`config.mk`:
```
export PLATFORM = sky130hd
export DESIGN_NAME = irq_aggregator
export DESIGN_NICKNAME = d
export VERILOG_FILES = /design/src/rtl/aggr_pkg.sv /design/src/rtl/aggr_decode.sv /design/src/rtl/aggr_group.sv /design/src/rtl/aggr_defer_timer.sv /design/src/rtl/irq_aggregator.sv
export SDC_FILE = /design/constraint.sdc
export NUM_CORES = 1
export LEC_CHECK = 0
export BUFFER_PORTS_ARGS = -buffer_cell sky130_fd_sc_hd__clkbuf_2
export CAP_MARGIN = 25
export CORE_AREA = 2 2 95 97
export CTS_BUF_LIST = sky130_fd_sc_hd__clkbuf_8
export CTS_CLUSTER_SIZE = 8
export DETAILED_ROUTE_END_ITERATION = 10
export DIE_AREA = 0 0 97 99
export GPL_TIMING_DRIVEN = 0
export PLACE_DENSITY_LB_ADDON = 0.12
export SLEW_MARGIN = 10
export SYNTH_ARGS = -nofsm -noshare
export SYNTH_HDL_FRONTEND = slang
export SYNTH_SLANG_ARGS = --single-unit
```
`constraint.sdc`:
```
create_clock -name clk -period 3.85 [get_ports clk]
set_input_delay 0.5775 -clock clk [delete_from_list [all_inputs] [get_ports clk]]
set_output_delay 0.5775 -clock clk [all_outputs]
set_load 0.005 [all_outputs]
```
`src/rtl/aggr_pkg.sv`:
```
package aggr_pkg;

    localparam int NUM_GRP = 3;
    localparam int GRP_CPU = 0;
    localparam int GRP_ERR = 1;
    localparam int GRP_CNT = 2;

    // summary bit positions inside the top-level status byte
    localparam int SUM_ERR_BIT = 7;
    localparam int SUM_CPU_BIT = 6;
    localparam int SUM_CNT_BIT = 4;

    // register addresses (12-bit space)
    localparam logic [11:0] A_TOP_STAT = 12'h400;
    localparam logic [11:0] A_CPU_STAT = 12'h401;
    localparam logic [11:0] A_ERR_STAT = 12'h402;
    localparam logic [11:0] A_CNT_STAT = 12'h403;
    localparam logic [11:0] A_TOP_MASK = 12'h418;
    localparam logic [11:0] A_CPU_MASK = 12'h419;
    localparam logic [11:0] A_ERR_MASK = 12'h41A;
    localparam logic [11:0] A_CNT_MASK = 12'h41B;

    typedef enum logic [3:0] {
        SEL_NONE,
        SEL_TOP_STAT,
        SEL_CPU_STAT,
        SEL_ERR_STAT,
        SEL_CNT_STAT,
        SEL_TOP_MASK,
        SEL_CPU_MASK,
        SEL_ERR_MASK,
        SEL_CNT_MASK
    } reg_sel_e;

    typedef struct packed {
        logic               top_clr;
        logic               top_mask;
        logic [NUM_GRP-1:0] grp_clr;
        logic [NUM_GRP-1:0] grp_mask;
    } wr_strobe_t;

    function automatic reg_sel_e decode_addr(input logic [11:0] a);
        case (a)
            A_TOP_STAT: return SEL_TOP_STAT;
            A_CPU_STAT: return SEL_CPU_STAT;
            A_ERR_STAT: return SEL_ERR_STAT;
            A_CNT_STAT: return SEL_CNT_STAT;
            A_TOP_MASK: return SEL_TOP_MASK;
            A_CPU_MASK: return SEL_CPU_MASK;
            A_ERR_MASK: return SEL_ERR_MASK;
            A_CNT_MASK: return SEL_CNT_MASK;
            default:    return SEL_NONE;
        endcase
    endfunction

    function automatic logic [7:0] summary_mask();
        logic [7:0] m;
        m = '0;
        m[SUM_ERR_BIT] = 1'b1;
        m[SUM_CPU_BIT] = 1'b1;
        m[SUM_CNT_BIT] = 1'b1;
        return m;
    endfunction

endpackage

```
`src/rtl/aggr_decode.sv`:
```
module aggr_decode
    import aggr_pkg::*;
#(
    parameter int AW = 12
) (
    input  logic [AW-1:0] addr,
    input  logic          wr_en,
    output reg_sel_e      sel,
    output wr_strobe_t    wr
);
    logic [11:0] a12;

    generate
        if (AW >= 12) begin : g_wide
            assign a12 = addr[11:0];
            logic upper_zero;
            if (AW > 12) begin : g_upper
                assign upper_zero = (addr[AW-1:12] == '0);
            end else begin : g_exact
                assign upper_zero = 1'b1;
            end
            assign sel = upper_zero ? decode_addr(a12) : SEL_NONE;
        end else begin : g_narrow
            assign a12 = {{(12-AW){1'b0}}, addr};
            assign sel = decode_addr(a12);
        end
    endgenerate

    always_comb begin
        wr = '0;
        if (wr_en) begin
            case (sel)
                SEL_TOP_STAT: wr.top_clr           = 1'b1;
                SEL_CPU_STAT: wr.grp_clr[GRP_CPU]  = 1'b1;
                SEL_ERR_STAT: wr.grp_clr[GRP_ERR]  = 1'b1;
                SEL_CNT_STAT: wr.grp_clr[GRP_CNT]  = 1'b1;
                SEL_TOP_MASK: wr.top_mask          = 1'b1;
                SEL_CPU_MASK: wr.grp_mask[GRP_CPU] = 1'b1;
                SEL_ERR_MASK: wr.grp_mask[GRP_ERR] = 1'b1;
                SEL_CNT_MASK: wr.grp_mask[GRP_CNT] = 1'b1;
                default: ;
            endcase
        end
    end
endmodule

```
`src/rtl/aggr_group.sv`:
```
module aggr_group #(
    parameter int            DW      = 8,
    parameter logic [DW-1:0] RST_VAL = '0
) (
    input  logic          clk,
    input  logic          rst,
    input  logic [DW-1:0] evt,
    input  logic          clr_we,
    input  logic          mask_we,
    input  logic [DW-1:0] wdata,
    output logic [DW-1:0] stat_q,
    output logic [DW-1:0] mask_q,
    output logic          sum_nxt,
    output logic          touched,
    output logic          mask_changed,
    output logic          fresh_bit,
    output logic          clr_hit
);
    logic [DW-1:0] stat_d;
    logic [DW-1:0] mask_d;

    always_comb begin
        stat_d = stat_q;
        if (clr_we) begin
            stat_d = stat_q & ~wdata;
        end
        stat_d = stat_d | evt;
        mask_d = mask_we ? wdata : mask_q;
    end

    assign sum_nxt      = |(stat_d & mask_d);
    assign mask_changed = (mask_d != mask_q);
    assign touched      = (stat_d != stat_q) || mask_changed;
    assign fresh_bit    = |(evt & ~stat_q);
    assign clr_hit      = clr_we && |(stat_q & wdata);

    always_ff @(posedge clk) begin
        if (rst) begin
            stat_q <= RST_VAL;
            mask_q <= '0;
        end else begin
            stat_q <= stat_d;
            mask_q <= mask_d;
        end
    end
endmodule

```
`src/rtl/aggr_defer_timer.sv`:
```
module aggr_defer_timer #(
    parameter int DELAY = 64
) (
    input  logic clk,
    input  logic rst,
    input  logic arm,
    output logic expire,
    output logic busy
);
    localparam int CW = (DELAY < 2) ? 1 : $clog2(DELAY + 1);

    logic [CW-1:0] left_q;

    assign busy   = (left_q != '0);
    assign expire = (left_q == CW'(1)) && !arm;

    always_ff @(posedge clk) begin
        if (rst) begin
            left_q <= '0;
        end else if (arm) begin
            left_q <= CW'(DELAY);
        end else if (busy) begin
            left_q <= left_q - CW'(1);
        end
    end
endmodule

```
`src/rtl/irq_aggregator.sv`:
```
module irq_aggregator
    import aggr_pkg::*;
#(
    parameter int DW        = 8,
    parameter int AW        = 12,
    parameter int CNT_DELAY = 64
) (
    input  logic          clk,
    input  logic          rst,
    input  logic          wr_en,
    input  logic [AW-1:0] addr,
    input  logic [DW-1:0] wr_data,
    output logic [DW-1:0] rd_data,
    input  logic [DW-1:0] cpu_evt,
    input  logic [DW-1:0] err_evt,
    input  logic [DW-1:0] cnt_evt,
    output logic          irq
);
    localparam logic [DW-1:0] CNT_RST  = {{(DW/2){1'b1}}, {(DW-DW/2){1'b0}}};
    localparam int            DLY_USED = (CNT_DELAY < 1) ? 1 : CNT_DELAY;

    reg_sel_e   rd_sel;
    wr_strobe_t wr;

    logic [DW-1:0]      g_evt   [NUM_GRP];
    logic [DW-1:0]      g_stat  [NUM_GRP];
    logic [DW-1:0]      g_mask  [NUM_GRP];
    logic [NUM_GRP-1:0] g_sum, g_touch, g_mchg, g_fresh, g_clrhit;

    logic [DW-1:0] top_q, top_d, top_mask_q;
    logic [DW-1:0] cpu_stat_q, err_stat_q, cnt_stat_q;
    logic [DW-1:0] cpu_mask_q, err_mask_q, cnt_mask_q;
    logic          cnt_arm, cnt_expire, cnt_busy, cnt_refresh;

    aggr_decode #(.AW(AW)) u_dec (
        .addr  (addr),
        .wr_en (wr_en),
        .sel   (rd_sel),
        .wr    (wr)
    );

    assign g_evt[GRP_CPU] = cpu_evt;
    assign g_evt[GRP_ERR] = err_evt;
    assign g_evt[GRP_CNT] = cnt_evt;

    generate
        for (genvar g = 0; g < NUM_GRP; g++) begin : g_grp
            localparam logic [DW-1:0] RV = (g == GRP_CNT) ? CNT_RST : '0;
            aggr_group #(.DW(DW), .RST_VAL(RV)) u_grp (
                .clk          (clk),
                .rst          (rst),
                .evt          (g_evt[g]),
                .clr_we       (wr.grp_clr[g]),
                .mask_we      (wr.grp_mask[g]),
                .wdata        (wr_data),
                .stat_q       (g_stat[g]),
                .mask_q       (g_mask[g]),
                .sum_nxt      (g_sum[g]),
                .touched      (g_touch[g]),
                .mask_changed (g_mchg[g]),
                .fresh_bit    (g_fresh[g]),
                .clr_hit      (g_clrhit[g])
            );
        end
    endgenerate

    assign cpu_stat_q = g_stat[GRP_CPU];
    assign err_stat_q = g_stat[GRP_ERR];
    assign cnt_stat_q = g_stat[GRP_CNT];
    assign cpu_mask_q = g_mask[GRP_CPU];
    assign err_mask_q = g_mask[GRP_ERR];
    assign cnt_mask_q = g_mask[GRP_CNT];

    // counter summary: deferred by a restartable countdown
    assign cnt_arm = g_mchg[GRP_CNT] || g_fresh[GRP_CNT];

    aggr_defer_timer #(.DELAY(DLY_USED)) u_tmr (
        .clk    (clk),
        .rst    (rst),
        .arm    (cnt_arm),
        .expire (cnt_expire),
        .busy   (cnt_busy)
    );

    assign cnt_refresh = cnt_expire || g_clrhit[GRP_CNT];

    always_comb begin
        top_d = top_q;
        if (wr.top_clr) begin
            top_d = top_q & ~wr_data;
        end
        if (g_touch[GRP_ERR]) begin
            top_d[SUM_ERR_BIT] = g_sum[GRP_ERR];
        end
        if (g_touch[GRP_CPU]) begin
            top_d[SUM_CPU_BIT] = g_sum[GRP_CPU];
        end
        if (cnt_refresh) begin
            top_d[SUM_CNT_BIT] = g_sum[GRP_CNT];
        end
    end

    always_ff @(posedge clk) begin
        if (rst) begin
            top_q      <= '0;
            top_mask_q <= '0;
        end else begin
            top_q <= top_d;
            if (wr.top_mask) begin
                top_mask_q <= wr_data;
            end
        end
    end

    assign irq = |(top_q & top_mask_q);

    always_comb begin
        case (rd_sel)
            SEL_TOP_STAT: rd_data = top_q;
            SEL_CPU_STAT: rd_data = cpu_stat_q;
            SEL_ERR_STAT: rd_data = err_stat_q;
            SEL_CNT_STAT: rd_data = cnt_stat_q;
            SEL_TOP_MASK: rd_data = top_mask_q;
            SEL_CPU_MASK: rd_data = cpu_mask_q;
            SEL_ERR_MASK: rd_data = err_mask_q;
            SEL_CNT_MASK: rd_data = cnt_mask_q;
            default:      rd_data = '0;
        endcase
    end
endmodule

```
* Word level (Yosys, flattened, before mapping)
Index checks and enable logic that the tools add are counted.
** Word-level totals
- Output and inout bits :: 9
- Flip-flop bits (word level) :: 71
- Logic and storage cells :: 93
- Input bits :: 47
** Operators by class
- Add/subtract/negate cells :: 1
- Reductions and logical operators :: 19
- Bitwise gates (word level) :: 15
- Equality and inequality tests :: 22
- Muxes and demuxes :: 23
** Operator list (number)
- == test 12 x 11 -> 1 bit (second input constant) :: 8
- bitwise AND 8 bit :: 10
- two-way mux 8 bit :: 8
- case mux 8 bit (8 select lines) :: 1
- OR reduction 8 bit :: 6
- inequality test 8 bit :: 5
- case mux 4 bit (8 select lines) :: 1
- OR 8 bit :: 3
- == test 4 x 3 -> 1 bit (second input constant) :: 4
- inverter 8 bit :: 2
- two-way mux 7 bit :: 2
- two-way mux 1 bit :: 11
- == test 4 x 2 -> 1 bit (second input constant) :: 2
- nonzero test 2 bit :: 4
- == test 7 x 1 -> 1 bit (second input constant) :: 1
- nonzero test 7 bit :: 1
- subtractor 7 x 1 -> 7 bit (second input constant) :: 1
- == test 4 x 1 -> 1 bit (second input constant) :: 1
- == test 4 bit (second input constant) :: 1
- logical OR 1 bit :: 4
- logical AND 1 bit :: 2
- OR reduction 2 bit :: 1
- zero test 1 bit :: 1

* Logic depth before layout (Yosys ltp)
- Word-level depth :: 12
- Mapped depth :: 9
- Depth with buffers taken out :: 7

* Modules after synthesis
From an unflattened synthesis, not the netlist that was laid out.
** Second synthesis, totals
- Cell total of the unflattened synthesis :: 565
- Area total of the unflattened synthesis :: 4474.3 um^2
** By module, submodules not included
- aggr_group (g_grp[0].u_grp ...) :: instances 2, cells an instance 107, area each 853.3 um^2
- irq_aggregator :: instances 1, cells an instance 177, area each 1346.3 um^2
- aggr_group (g_grp[2].u_grp) :: instances 1, cells an instance 106, area each 857.1 um^2
- aggr_defer_timer :: instances 1, cells an instance 41, area each 374.1 um^2
- aggr_decode :: instances 1, cells an instance 27, area each 190.2 um^2

* Worst setup path before layout
No wires, ideal clock.
- Path type :: input port to output port
- Start :: in addr[1]
- End :: out rd_data[5]
- Path buffers :: 2
- Stages :: 4
- Arrival :: 1.957 ns
- Slack :: 1.316 ns
- Required time :: 3.273 ns
- Cell sequence :: buf_2 -> buf_1 -> mux4_2 -> a22o_1
** Between the ends
- Longest elaborated chain between the ends :: 4
- Elaborated cells on any way between the ends :: 18
- Those cells by class :: eq/ne (16); mux (2)
** RTL lines
- start, declared :: line irq_aggregator.sv:11 : input logic [AW-1:0] addr,
- == test 12 x 11 -> 1 bit :: line aggr_pkg.sv:43 : case (a)
- case mux 4 bit (8 select lines) * :: line aggr_pkg.sv:43
- == test 4 bit, or another cell as far along :: line irq_aggregator.sv:118 : case (rd_sel)
- case mux 8 bit (8 select lines) * :: line irq_aggregator.sv:118
- end, declared :: line irq_aggregator.sv:13 : output logic [DW-1:0] rd_data,
Every way passes the cells marked *; elsewhere a longest branch is shown, timed or not.

* Worst setup path in the final report
- Start :: in addr[11]
- End :: out rd_data[3]
Same word-level chain as after synthesis.

==> impl_metrics.yaml <==
run_status:
  outcome: "finished, final reports clean"
drt:
  wl_um: 14800
  wl_per_cell_um: 22.0
  dr.pass1.iters: 7
  antenna_left: 0
  drt-initial-drc-count: 450
  drc_errors: 0
  via_per_inst: 6.42
  dr_total_vias: 4310
clock_network:
  post-cts-setup-buffers: 0
  clk_pin_slew_ns: 0.08
  clock-root-buffer: "clkbuf_8"
  cts_max_path_buffers: 2
  postCtsResizedCells: 0
  tritoncts: "built"
  cts_hold_repair.buffers: 0
  clkSinkCount: 71
  htree_levels: 3
  numCtsBuffers: 9
  clkLatencyLatePin_ns: 0.36
synth:
  ys.warnings.count: 0
  synth_top_area_cell: "dfxtp_1"
  synth_cell_types: 62
  synth-seq-cells: 71
  synth_flop_cell: "dfxtp_1"
  synth_top_area_share_pct: 33.8
  seq_area_frac_synth_pct: 33.8
  synth_cells: 498
  synth_area_sq_um: 4210
  syn_area_per_cell_sq_um: 8.45
  syn_nets: 547
  synthTopCellsByArea: "dfxtp_1, mux2i_1, o22ai_1"
  synth_edf_count: 0
  async_flop_share_pct: 0
critical_path:
  critical_path_class: "input port to primary output"
  slowest_stage: "o311ai_0"
  cp_data_required_time_ns: 3.27
  max_stage_delay_ns: 0.61
  critPathArrivalTime_ns: 2.52
  critPathLaunchType: "input port"
  crit_path_cell_trace: "clkbuf_2 > nor3_4 > buf_6 > nand3_1 > o311ai_0 > clkbuf_2"
  reg2reg_setup_slack_ns: 1.75
  reg2regPathDepth: 6
  cp_num_buf_inv: 3
  critPathMostFrequentCell: "clkbuf_2"
  critPathTopFamily: "simple AND/OR/NAND/NOR gates"
  path_depth: 6
  end_kind: "primary output"
  critPathMaxFanout: 10
floorplanning:
  ioPinCount: 56
  die_x_um: 97
  rows: 34
  start_util_pct: 49.2
  core_area_sq_um: 8550
  die_h_um: 99
  die_area_sq_um: 9600
sta:
  worst_hold_slack_ns: 0.468
  min_period_ns: 3.09
  period_share_pct: 80.4
  slew_viol_final: 0
  skew_ns: 0.00891
  setup_viol: 0
  final-hold-violation-count: 0
  relSlewSlack_pct: 49.4
  rsz0062_at_grt: "false"
  fmax_ghz: 0.323
  worst_slew_pin_slew_ns: 0.760
  fin_tns_setup_ns: 0
global_routing:
  grtUsageTotal_pct: 30.6
  grt_max_degree: 15
  grt_pass1_vias: 4088
  grt-ovfl-total: 0
  antenna_found_initial: 0
  grt_pass1_wl_um: 22600
layout:
  fill_cells: 828
  fin_nets: 607
  final_util_pct: 56.3
  syn_to_final_growth_pct: 14.4
  drive_gt1_share_pct: 17.4
  insertedDiodeCount: 0
min_path:
  hold_path_class: "flop to flop"
  hold_depth: 2
job:
  drv_cap: 0
pwr:
  ir_drop_v: 0.000201
  leakage_uw: 0.00209
  p_per_area_nw_per_um2: 355
placement:
  io_buffers: 49
  place.gp.congestion: 0.986
  dpl.hpwl_um: 11300
[through the flow]
stage,total power [uW],instances,setup slack [ns],instance area [sq um]
CTS,1710,671,0.798,4820
global route,1770,671,0.544,4820
floorplan,929,498,1.32,4210
finish,1710,671,0.756,4820
global placement,1020,655,0.822,4590
detailed placement,1020,655,0.795,4590
[tightest hold or removal path: stages (launching register included)]
cell	delay [ns]
dfxtp_1	0.34
nand2_1	0.06
a21oi_1	0.03
[kinds of logic (layout without fill, tap and decap cells)]
family	count (synthesis)	after routing	synth area share, %
simple gates	176	176	21.0
xor+xnor	28	28	5.83
compound gates	119	119	20.0
buf+inv	59	124	5.92
flops	71	71	33.8
mux	43	43	12.8
fa+ha+maj	2	2	0.594
[placed cells by master, fill, tap and decap left out, types with 4 or more instances in the layout]
cell type   n
dfxtp_1    71
nor2_1     58
clkbuf_2   49
nand2_1    41
o22ai_1    36
mux2i_1    28
xor2_1     25
inv_1      23
clkbuf_1   23
a21oi_1    20
nand4_1    16
nor3_1     12
a22oi_1    12
nor4_1      9
clkbuf_8    9
mux4_2      8
o21ai_0     8
nand2b_1    8
buf_2       7
nor2b_1     7
a22o_1      7
mux2_2      6
and3_1      5
o32ai_1     4
[flip-flops by register name, summed over array words and instances, names as in the netlist]
name	flops
u_tmr.left_q	7
g_grp.u_grp.stat_q	24
top_mask_q	8
g_grp.u_grp.mask_q	24
top_q	8
[Yosys cell counts (all sizes together), types with 3 or more instances]
cell     n
xnor2    3
dfxtp   71
mux4     8
o32ai    5
buf     12
and3     5
o22ai   36
or3      3
nor4b    3
nor3    13
o311ai   3
xor2    25
nand3    4
mux2     7
clkbuf  23
nor2b    7
nor4     9
nand2b   8
a31oi    3
o21ai    9
nand4   16
inv     24
nor2    60
nand2   41
a22o     7
mux2i   28
a22oi   12
a21oi   20
[layout make-up]
cell class,instances,area [sq um],share of cell area [%]
clock buffer,9,124,2.57
sequential,71,1420,29.5
timing repair buffer,49,245,5.09
clock inverter,7,103,2.13
buffer,35,159,3.30
inverter,24,90.1,1.87
multi-input combinational,368,2540,52.7
tap,108,135,2.81
[report_power, final]
part | switching [uW] | leakage [uW] | internal (uW)
sequential | 29.2 | 0.000579 | 753
combinational | 138 | 0.00140 | 89.3
clock | 326 | 0.000111 | 373
[path summary, 6_finish.rpt]
path | start | to
max | addr[11] | rd_data[3]
min | top_q[3] | top_q[3]
max reg2reg | g_grp[2].u_grp.stat_q[3] | u_tmr.left_q[3]
min reg2reg | top_q[3] | top_q[3]
[layer usage]
metal,track usage (%),share of wire [%],vias up
met4,12.7,3.9,0
met1,41.8,43,2046
met5,0,0,-
met3,6.45,9.2,53
li1,-,-,1955
met2,47.2,44,256
Power figures use the tool's default switching activity.
